--- src/rtl/safeload_pkg.sv ---
// Shared types for the safeload transfer controller.
package safeload_pkg;
    // Copy sequencer states.
    typedef enum logic [0:0] {
        SEQ_IDLE = 1'b0,
        SEQ_COPY = 1'b1
    } seq_state_t;
endpackage

--- src/rtl/sl_stage_bank.sv ---
// Staging slot bank: holds an address/data pair and a valid mark per slot,
// and presents the lowest-index valid slot for copying.
// Assumes wr_en and clr_en are never high in the same cycle (top gates writes
// while copying) and that wr_slot is already range-checked by the caller.
module sl_stage_bank #(
    parameter int NUM_SLOTS = 5,
    parameter int ADDR_W    = 10,
    parameter int DATA_W    = 28,
    localparam int SLOT_W   = $clog2(NUM_SLOTS)
) (
    input  logic              clk,
    input  logic              rst_n,
    input  logic              wr_en,
    input  logic [SLOT_W-1:0] wr_slot,
    input  logic [ADDR_W-1:0] wr_addr,
    input  logic [DATA_W-1:0] wr_data,
    input  logic              clr_en,
    output logic              any_valid,
    output logic              last_one,
    output logic [ADDR_W-1:0] pick_addr,
    output logic [DATA_W-1:0] pick_data
);
    logic [NUM_SLOTS-1:0] valid_q;
    logic [ADDR_W-1:0]    addr_q [NUM_SLOTS];
    logic [DATA_W-1:0]    data_q [NUM_SLOTS];
    logic [SLOT_W-1:0]    pick_idx;

    for (genvar g = 0; g < NUM_SLOTS; g++) begin : g_slot
        // Load a slot on write; drop its valid mark when it is copied.
        always_ff @(posedge clk) begin
            if (!rst_n) begin
                valid_q[g] <= 1'b0;
                addr_q[g]  <= '0;
                data_q[g]  <= '0;
            end else if (wr_en && wr_slot == SLOT_W'(g)) begin
                valid_q[g] <= 1'b1;
                addr_q[g]  <= wr_addr;
                data_q[g]  <= wr_data;
            end else if (clr_en && pick_idx == SLOT_W'(g)) begin
                valid_q[g] <= 1'b0;
            end
        end
    end

    // Priority pick of the lowest valid slot.
    always_comb begin
        pick_idx = '0;
        for (int i = NUM_SLOTS - 1; i >= 0; i--) begin
            if (valid_q[i]) pick_idx = SLOT_W'(i);
        end
    end

    // Summary flags and the selected slot contents.
    always_comb begin
        any_valid = |valid_q;
        last_one  = any_valid && ((valid_q & (valid_q - 1'b1)) == '0);
        pick_addr = addr_q[pick_idx];
        pick_data = data_q[pick_idx];
    end


    clr_on_empty_chk: assert property (@(posedge clk) disable iff (!rst_n)
        clr_en |-> any_valid);

    clr_drops_one_chk: assert property (@(posedge clk) disable iff (!rst_n)
        (clr_en && !wr_en) |=> ($countones(valid_q) == $countones($past(valid_q)) - 1));
endmodule

--- src/rtl/sl_seq.sv ---
// Copy and shutdown sequencer: latches transfer requests, starts a copy at a
// frame boundary, tracks completion and halted flags.
// Assumes frame_tick and xfer_req are one-cycle strobes.
module sl_seq
    import safeload_pkg::*;
(
    input  logic clk,
    input  logic rst_n,
    input  logic xfer_req,
    input  logic frame_tick,
    input  logic halt_req,
    input  logic stat_rd,
    input  logic any_valid,
    input  logic last_one,
    output logic copying,
    output logic done,
    output logic halted
);
    seq_state_t state_q;
    logic pending_q, done_q, halted_q;
    logic start, finish_copy, done_set, halt_set, halt_clr;

    // Event decode for the current cycle.
    always_comb begin
        start       = frame_tick && pending_q && !halted_q && state_q == SEQ_IDLE;
        finish_copy = state_q == SEQ_COPY && last_one;
        done_set    = (start && !any_valid) || finish_copy;
        halt_set    = frame_tick && halt_req && !halted_q && state_q == SEQ_IDLE && !start;
        halt_clr    = frame_tick && !halt_req && halted_q;
    end

    // Pending request latch; requests during a copy are dropped.
    always_ff @(posedge clk) begin
        if (!rst_n)                              pending_q <= 1'b0;
        else if (start)                          pending_q <= 1'b0;
        else if (xfer_req && state_q == SEQ_IDLE) pending_q <= 1'b1;
    end

    // Copy state: run while valid slots remain.
    always_ff @(posedge clk) begin
        if (!rst_n)                     state_q <= SEQ_IDLE;
        else if (start && any_valid)    state_q <= SEQ_COPY;
        else if (finish_copy)           state_q <= SEQ_IDLE;
    end

    // Completion flag: set wins over clear-on-read.
    always_ff @(posedge clk) begin
        if (!rst_n)        done_q <= 1'b0;
        else if (done_set) done_q <= 1'b1;
        else if (stat_rd)  done_q <= 1'b0;
    end

    // Halted flag changes only at frame boundaries.
    always_ff @(posedge clk) begin
        if (!rst_n)        halted_q <= 1'b0;
        else if (halt_set) halted_q <= 1'b1;
        else if (halt_clr) halted_q <= 1'b0;
    end

    assign copying = state_q == SEQ_COPY;
    assign done    = done_q;
    assign halted  = halted_q;


    halt_rise_chk: assert property (@(posedge clk) disable iff (!rst_n)
        $rose(halted_q) |-> $past(frame_tick && halt_req));

    halt_fall_chk: assert property (@(posedge clk) disable iff (!rst_n)
        $fell(halted_q) |-> $past(frame_tick && !halt_req));

    no_copy_halted_chk: assert property (@(posedge clk) disable iff (!rst_n)
        !(state_q == SEQ_COPY && halted_q));

    done_clear_chk: assert property (@(posedge clk) disable iff (!rst_n)
        (done_q && stat_rd && !done_set) |=> !done_q);

    done_source_chk: assert property (@(posedge clk) disable iff (!rst_n)
        $rose(done_q) |-> $past(state_q == SEQ_COPY || frame_tick));
endmodule

--- src/rtl/safeload_ctrl.sv ---
// Safeload parameter transfer controller top: staging bank, sequencer and
// the RAM port mux that hands the port to the host while halted.
// Assumes host_we is only meaningful while the halted flag is set.
module safeload_ctrl #(
    parameter int NUM_SLOTS = 5,
    parameter int ADDR_W    = 10,
    parameter int DATA_W    = 28,
    localparam int SLOT_W   = $clog2(NUM_SLOTS)
) (
    input  logic              clk,
    input  logic              rst_n,
    input  logic              stg_we,
    input  logic [SLOT_W-1:0] stg_slot,
    input  logic [ADDR_W-1:0] stg_addr,
    input  logic [DATA_W-1:0] stg_data,
    input  logic              xfer_req,
    input  logic              frame_tick,
    input  logic              halt_req,
    input  logic              host_we,
    input  logic [ADDR_W-1:0] host_addr,
    input  logic [DATA_W-1:0] host_wdata,
    output logic              ram_we,
    output logic [ADDR_W-1:0] ram_addr,
    output logic [DATA_W-1:0] ram_wdata,
    input  logic              stat_rd,
    output logic [1:0]        stat_data
);
    logic copying, done, halted, any_valid, last_one, bank_wr;
    logic [ADDR_W-1:0] pick_addr;
    logic [DATA_W-1:0] pick_data;

    // Accept staging writes only for existing slots and outside a copy.
    assign bank_wr = stg_we && !copying &&
                     ({1'b0, stg_slot} < (SLOT_W + 1)'(NUM_SLOTS));

    sl_stage_bank #(
        .NUM_SLOTS(NUM_SLOTS), .ADDR_W(ADDR_W), .DATA_W(DATA_W)
    ) bank_i (
        .clk(clk), .rst_n(rst_n),
        .wr_en(bank_wr), .wr_slot(stg_slot), .wr_addr(stg_addr), .wr_data(stg_data),
        .clr_en(copying),
        .any_valid(any_valid), .last_one(last_one),
        .pick_addr(pick_addr), .pick_data(pick_data)
    );

    sl_seq seq_i (
        .clk(clk), .rst_n(rst_n),
        .xfer_req(xfer_req), .frame_tick(frame_tick), .halt_req(halt_req),
        .stat_rd(stat_rd), .any_valid(any_valid), .last_one(last_one),
        .copying(copying), .done(done), .halted(halted)
    );

    // RAM port owner: host while halted, copy engine otherwise.
    always_comb begin
        if (halted) begin
            ram_we    = host_we;
            ram_addr  = host_addr;
            ram_wdata = host_wdata;
        end else begin
            ram_we    = copying;
            ram_addr  = pick_addr;
            ram_wdata = pick_data;
        end
    end

    assign stat_data = {halted, done};


    idle_port_quiet_chk: assert property (@(posedge clk) disable iff (!rst_n)
        (!stat_data[1] && !copying) |-> !ram_we);

    copy_at_boundary_chk: assert property (@(posedge clk) disable iff (!rst_n)
        $rose(copying) |-> $past(frame_tick));
endmodule

--- config.mk ---
export PLATFORM = sky130hd
export DESIGN_NAME = safeload_ctrl
export DESIGN_NICKNAME = d
export VERILOG_FILES = /design/src/rtl/safeload_pkg.sv /design/src/rtl/sl_stage_bank.sv /design/src/rtl/sl_seq.sv /design/src/rtl/safeload_ctrl.sv
export SDC_FILE = /design/constraint.sdc
export NUM_CORES = 1
export LEC_CHECK = 0
export ABC_AREA = 1
export BUFFER_PORTS_ARGS = -buffer_cell sky130_fd_sc_hd__buf_2
export CAP_MARGIN = 20
export CORE_UTILIZATION = 25
export DETAILED_ROUTE_END_ITERATION = 16
export GPL_TIMING_DRIVEN = 0
export SETUP_SLACK_MARGIN = 0.02
export SYNTH_ARGS = -nofsm -noshare
export SYNTH_HDL_FRONTEND = slang
export SYNTH_SLANG_ARGS = --single-unit
--- constraint.sdc ---
create_clock -name clk -period 4.17 [get_ports clk]
set_input_delay 0.417 -clock clk [delete_from_list [all_inputs] [get_ports clk]]
set_output_delay 0.417 -clock clk [all_outputs]
set_load 0.01 [all_outputs]
Yosys cells after proc, flatten, opt, wreduce, memory -nomap -nowiden
Memory sizes are Yosys's and may differ from the RTL's.
Index checks and enable logic that the tools add are counted.
{"block": "word_totals", "register_bits": 9, "ram_bits": 190, "input_bits": 87, "word_cells": 129, "n_memories": 2}
{"block": "op_classes", "n_addsub": 1, "n_lt_le_gt_ge": 1, "n_eq_ne": 8, "n_mux": 50, "bitwise_logic": 13, "n_reduce_logical": 45}
{"name": "bank_i.data_q", "depth": 5, "word_bits": 28, "read_ports": 1, "rd_clocked_by_memory_dff": 0, "wr": 5, "line": "sl_stage_bank.sv:25", "source": "logic [DATA_W-1:0] data_q [NUM_SLOTS];"}
{"name": "bank_i.addr_q", "depth": 5, "word_bits": 10, "read_ports": 1, "rd_clocked_by_memory_dff": 0, "wr": 5, "line": "sl_stage_bank.sv:24", "source": "logic [ADDR_W-1:0] addr_q [NUM_SLOTS];"}
{"operator": "28-bit two-way mux", "n": 6}
{"operator": "10-bit two-way mux", "n": 6}
{"operator": "1-bit two-way mux", "n": 33}
{"operator": "1-bit logical AND", "n": 26}
{"operator": "2-bit nonzero test", "n": 8}
{"operator": "3-bit two-way mux", "n": 5}
{"operator": "3-bit by 2-bit equality test with 1-bit output, second input constant", "n": 4}
{"operator": "1-bit OR", "n": 10}
{"operator": "3-bit by 1-bit equality test with 1-bit output, second input constant", "n": 2}
{"operator": "3-bit equality test, second input constant", "n": 2}
{"operator": "3-bit zero test", "n": 2}
{"operator": "5-bit AND", "n": 1}
{"operator": "1-bit zero test", "n": 5}
{"operator": "5-bit zero test", "n": 1}
{"operator": "5-bit OR reduction", "n": 1}
{"operator": "5-bit by 1-bit subtractor with 5-bit output, second input constant", "n": 1}
{"operator": "3-bit less-than comparator, second input constant", "n": 1}
{"operator": "1-bit NOT", "n": 2}
{"operator": "2-bit OR reduction", "n": 1}
{"operator": "1-bit logical OR", "n": 1}

Logic depth before layout (Yosys ltp)
{"block": "logic_depth", "ltp_word": 9, "depth_mapped": 11}

Modules after synthesis
From an unflattened synthesis, not the netlist that was laid out.
{"block": "hier_totals", "cells_unflattened": 1125, "hier_area_um2": 9975.8}
{"mod": "sl_stage_bank", "n_inst": 1, "cells_each": 964, "area_per_inst_um2": 9108.7, "seq_area_each_um2": 5805.6}
{"mod": "safeload_ctrl", "n_inst": 1, "cells_each": 133, "area_per_inst_um2": 681.9, "seq_area_each_um2": 0.0}
{"mod": "sl_seq", "n_inst": 1, "cells_each": 28, "area_per_inst_um2": 185.2, "seq_area_each_um2": 80.1}

Worst setup path before layout
No wires, ideal clock.
{"block": "synth_path", "path_type": "input-to-reg", "start": "in stg_we", "end": "mem bank_i.addr_q[3][0] (enable)", "t_arrival_ns": 1.580, "setup_slack_ns": 2.195, "cell_stages": 4, "n_path_buf": 0, "path_cell_list": "inv_1 nor2_4 nand4_1 nand2_1"}
{"item": "start: declaration", "line": "safeload_ctrl.sv:12", "source": "input logic stg_we,"}
{"item": "end: declaration", "line": "sl_stage_bank.sv:24"}

Worst setup path after layout
{"block": "layout_path", "start": "reg bank_i.valid_q[0]", "end": "out ram_wdata[5]"}
{"block": "layout_via", "elab_chain_cells": 3}
{"item": "start: declaration", "line": "sl_stage_bank.sv:23", "source": "logic [NUM_SLOTS-1:0] valid_q;"}
{"item": "start signal: indexed assignment", "line": "sl_stage_bank.sv:32", "source": "valid_q[g] <= 1'b0;"}
{"item": "start signal: indexed assignment", "line": "sl_stage_bank.sv:36", "source": "valid_q[g] <= 1'b1;"}
{"item": "start signal: indexed assignment", "line": "sl_stage_bank.sv:40", "source": "valid_q[g] <= 1'b0;"}
{"item": "3-bit two-way mux", "line": "sl_stage_bank.sv:49", "source": "if (valid_q[i]) pick_idx = SLOT_W'(i);"}
{"item": "memory read 5 x 28 bit"}
{"item": "28-bit two-way mux", "line": "safeload_ctrl.sv:55", "source": "if (halted) begin"}
{"item": "end: declaration", "line": "safeload_ctrl.sv:24", "source": "output logic [DATA_W-1:0] ram_wdata,"}
No other way between the ends.

==> impl_metrics.ini <==
[timing]
postLayoutSetupSlackWorst_ps = 1347
slew_headroom = 0.5036
fin_crit_ps = 2823
finalCritPeriodShare = 0.6769
setup_violations = 0
skew_ps = 10.92
hold_viol_final = 0
slew_viol_final = 0
worst_pin_slew_ps = 744.6
tns_ps = 0
rsz0062_at_grt = no
fmax_ghz = 0.3543

[worst_setup_path]
cp_top_family = buffers and inverters
worstPathMaxFanout = 10
max_stage_delay_ps = 510
path_cells = inv_2, clkbuf_1, buf_2, nand4_1, nand3_1, nand2_1, nand2_1, buf_2
worstSetupEndpointType = output pin
crit_required_ps = 3750
cp.arrival_ps = 2410
worst-setup-path-type = flop to output pin
slowest_stage = clkbuf_1
startpoint_type = flop
crit_buf_inv = 4

[synthesis]
synth-seq-cells = 199
yosysSeqAreaShare = 0.5981
yosys_warnings = 0
synth_cells = 1073
yosysUniqueCellTypes = 26
postSynthNetCount = 1160
syn_area_um2 = 9841
postSynthAreaPerCell_um2 = 9.171

[finish]
design_area_um2 = 11800
fin_util = 0.3045
layout-drive-gt1-share = 0.2277
syn_to_final_growth_pct = 19.86
nFillCells = 4067
fin_nets = 1310
final_cell_count_no_fill = 1754

[pwr]
p_sw_frac = 0.2605
p_per_area_nw_per_um2 = 383.9
pwr-share-seq = 0.510
ir_worst_vdd_uv = 271.7
p_int_mw = 3.349
power_frac_clock = 0.358
leakage_nw = 5.180
p_switching_mw = 1.180
comb_power_share = 0.133

[global_route]
grt_max_degree = 32
grt_pass1_vias = 7466
grt_pass1_wl_um = 43280
track_usage = 0.1439
grt_antenna_before_repair = 3
grt_overflow = 0

[place]
port_buffers = 126
place_worst_setup_slack_ps = 1823
place.gp.congestion = 0.8321
place_inst = 1722
dp_hpwl_um = 19880
place_area_um2 = 11230

[run]
cap_violations = 0

[route]
drc = 0
wl_um = 28820
final_antenna_net_count = 0
num_vias = 7723
drt_iter0_markers = 691
avgViaCountPerCell = 4.403
wire_per_inst_um = 16.43
first_pass_iters = 5

[floorplan]
die_w_um = 200.4
core_area_um2 = 38740
fp-row-count = 72
io_pins = 128
dieArea_um2 = 40160
start_util = 0.2540
chipHeight_um = 200.4

[clock_network]
cts_tree = built
htreeDepth = 4
clk_latency_ps = 440
path_clk_slew_ps = 70
numCtsBuffers = 17
cts_setup_buffers = 0
ctsRootBufferMaster = clkbuf_16
cts_resized = 0
hold_buffers = 0
clockBufferDepth = 2
cts_sinks = 199

[status]
status = completed

[worst_hold_path]
hp-class = primary input to flop
## registers in the layout, indices dropped and copies added (netlist names)
name	count
seq_i.pending_q	1
seq_i.copying	1
bank_i.addr_q	50
seq_i.halted	1
seq_i.done	1
bank_i.valid_q	5
bank_i.data_q	140
## cells in the final DEF, fill, tap and decap left out, types with 17 or more instances in the layout
| master | Yosys | final |
|---|---|---|
| clkbuf_16 | 0 | 17 |
| inv_1 | 86 | 86 |
| nor2_1 | 293 | 293 |
| nand4_1 | 41 | 41 |
| nand2_1 | 175 | 170 |
| clkbuf_1 | 19 | 19 |
| buf_2 | 30 | 156 |
| edfxtp_1 | 190 | 190 |
| nor2_2 | 50 | 50 |
| nand3_1 | 117 | 117 |
## routing by layer
layer	track usage	vias up	share of wire
met3	0.02815	35	0.065
met5	0	-	0.00059
met1	0.1857	3623	0.43
met2	0.2429	254	0.49
li1	-	3809	-
met4	0.04308	2	0.019
## worst register-to-register path: stages (launching register included)
cell and delay, ps:
dfxtp_1 420, nor2_4 100, nand4_1 140, buf_2 330, buf_1 550, nor2_1 90
## logic make-up (layout without fill, tap and decap cells)
logic type             Yosys count  in the layout  share of synthesized area
and+or+nand+nor                695            695                     0.3156
DFF                            199            199                     0.5981
buffers and inverters          162            323                    0.07667
AOI/OAI and AO/OA               17             17                   0.009664
other                            0              2                          0
## per-stage QoR
| step | power, mW | hold slack (ps) |
|---|---|---|
| after floorplan | 2.692 | 491.7 |
| after global placement | 2.946 | 511.8 |
| after detailed placement | 2.966 | 510.9 |
| after CTS | 4.559 | 180.9 |
| after global routing | 4.699 | 198.0 |
| final | 4.529 | 195.0 |
## final cells by class
cell class,instances,area (µm²),area share
plain buffers,73,420.4,0.03564
diodes,2,5.005,0.0004243
well taps,518,648.1,0.05495
flip-flops and latches,199,5886,0.4990
clock buffers,17,425.4,0.03607
repair buffers,131,730.7,0.06195
multi-input cells,712,3213,0.2724
clock inverters,13,132.6,0.01124
inverters,89,334.1,0.02832
## power groups by stage
stage	Clock, mW	Sequential [mW]	Combinational (mW)
global placement	0	2.35	0.591
global route	1.72	2.32	0.668
finish	1.62	2.31	0.602
detailed placement	0	2.35	0.614
floorplan	0	2.35	0.344
CTS	1.64	2.31	0.616
## cells in the mapped netlist
master,count,area (µm²)
o211ai_1,1,7.510
buf_8,2,30.03
nand4_1,41,256.5
nor2_1,293,1100
nand4_2,2,25.02
nor2_4,12,135.1
buf_1,5,18.77
dfxtp_1,9,180.2
clkbuf_1,19,71.32
edfxtp_1,190,5705
buf_2,30,150.1
o21ai_0,9,45.04
inv_1,86,322.8
a211oi_1,1,7.510
nand2_1,175,656.9
nand3_1,117,585.6
buf_6,6,67.56
o21ai_2,1,8.760
nor2_2,50,312.8
a21oi_1,4,20.02
nor3_1,1,5.000
buf_4,11,82.58
inv_2,3,11.26
nand3_2,1,10.01
a31oi_1,1,6.260
or2_1,3,18.77
## path summary, 6_finish.rpt
path	startpoint	slack, ps	cells after the start	endpoint
worst max-delay path	bank_i.valid_q[0]	1350	8	ram_wdata[5]
worst min-delay path	frame_tick	200	2	seq_i.halted
worst max register to register	seq_i.copying	2260	5	bank_i.data_q[4][23]
worst min register to register	seq_i.pending_q	520	2	seq_i.pending_q
No activity file was read; power rests on OpenSTA's default activity.
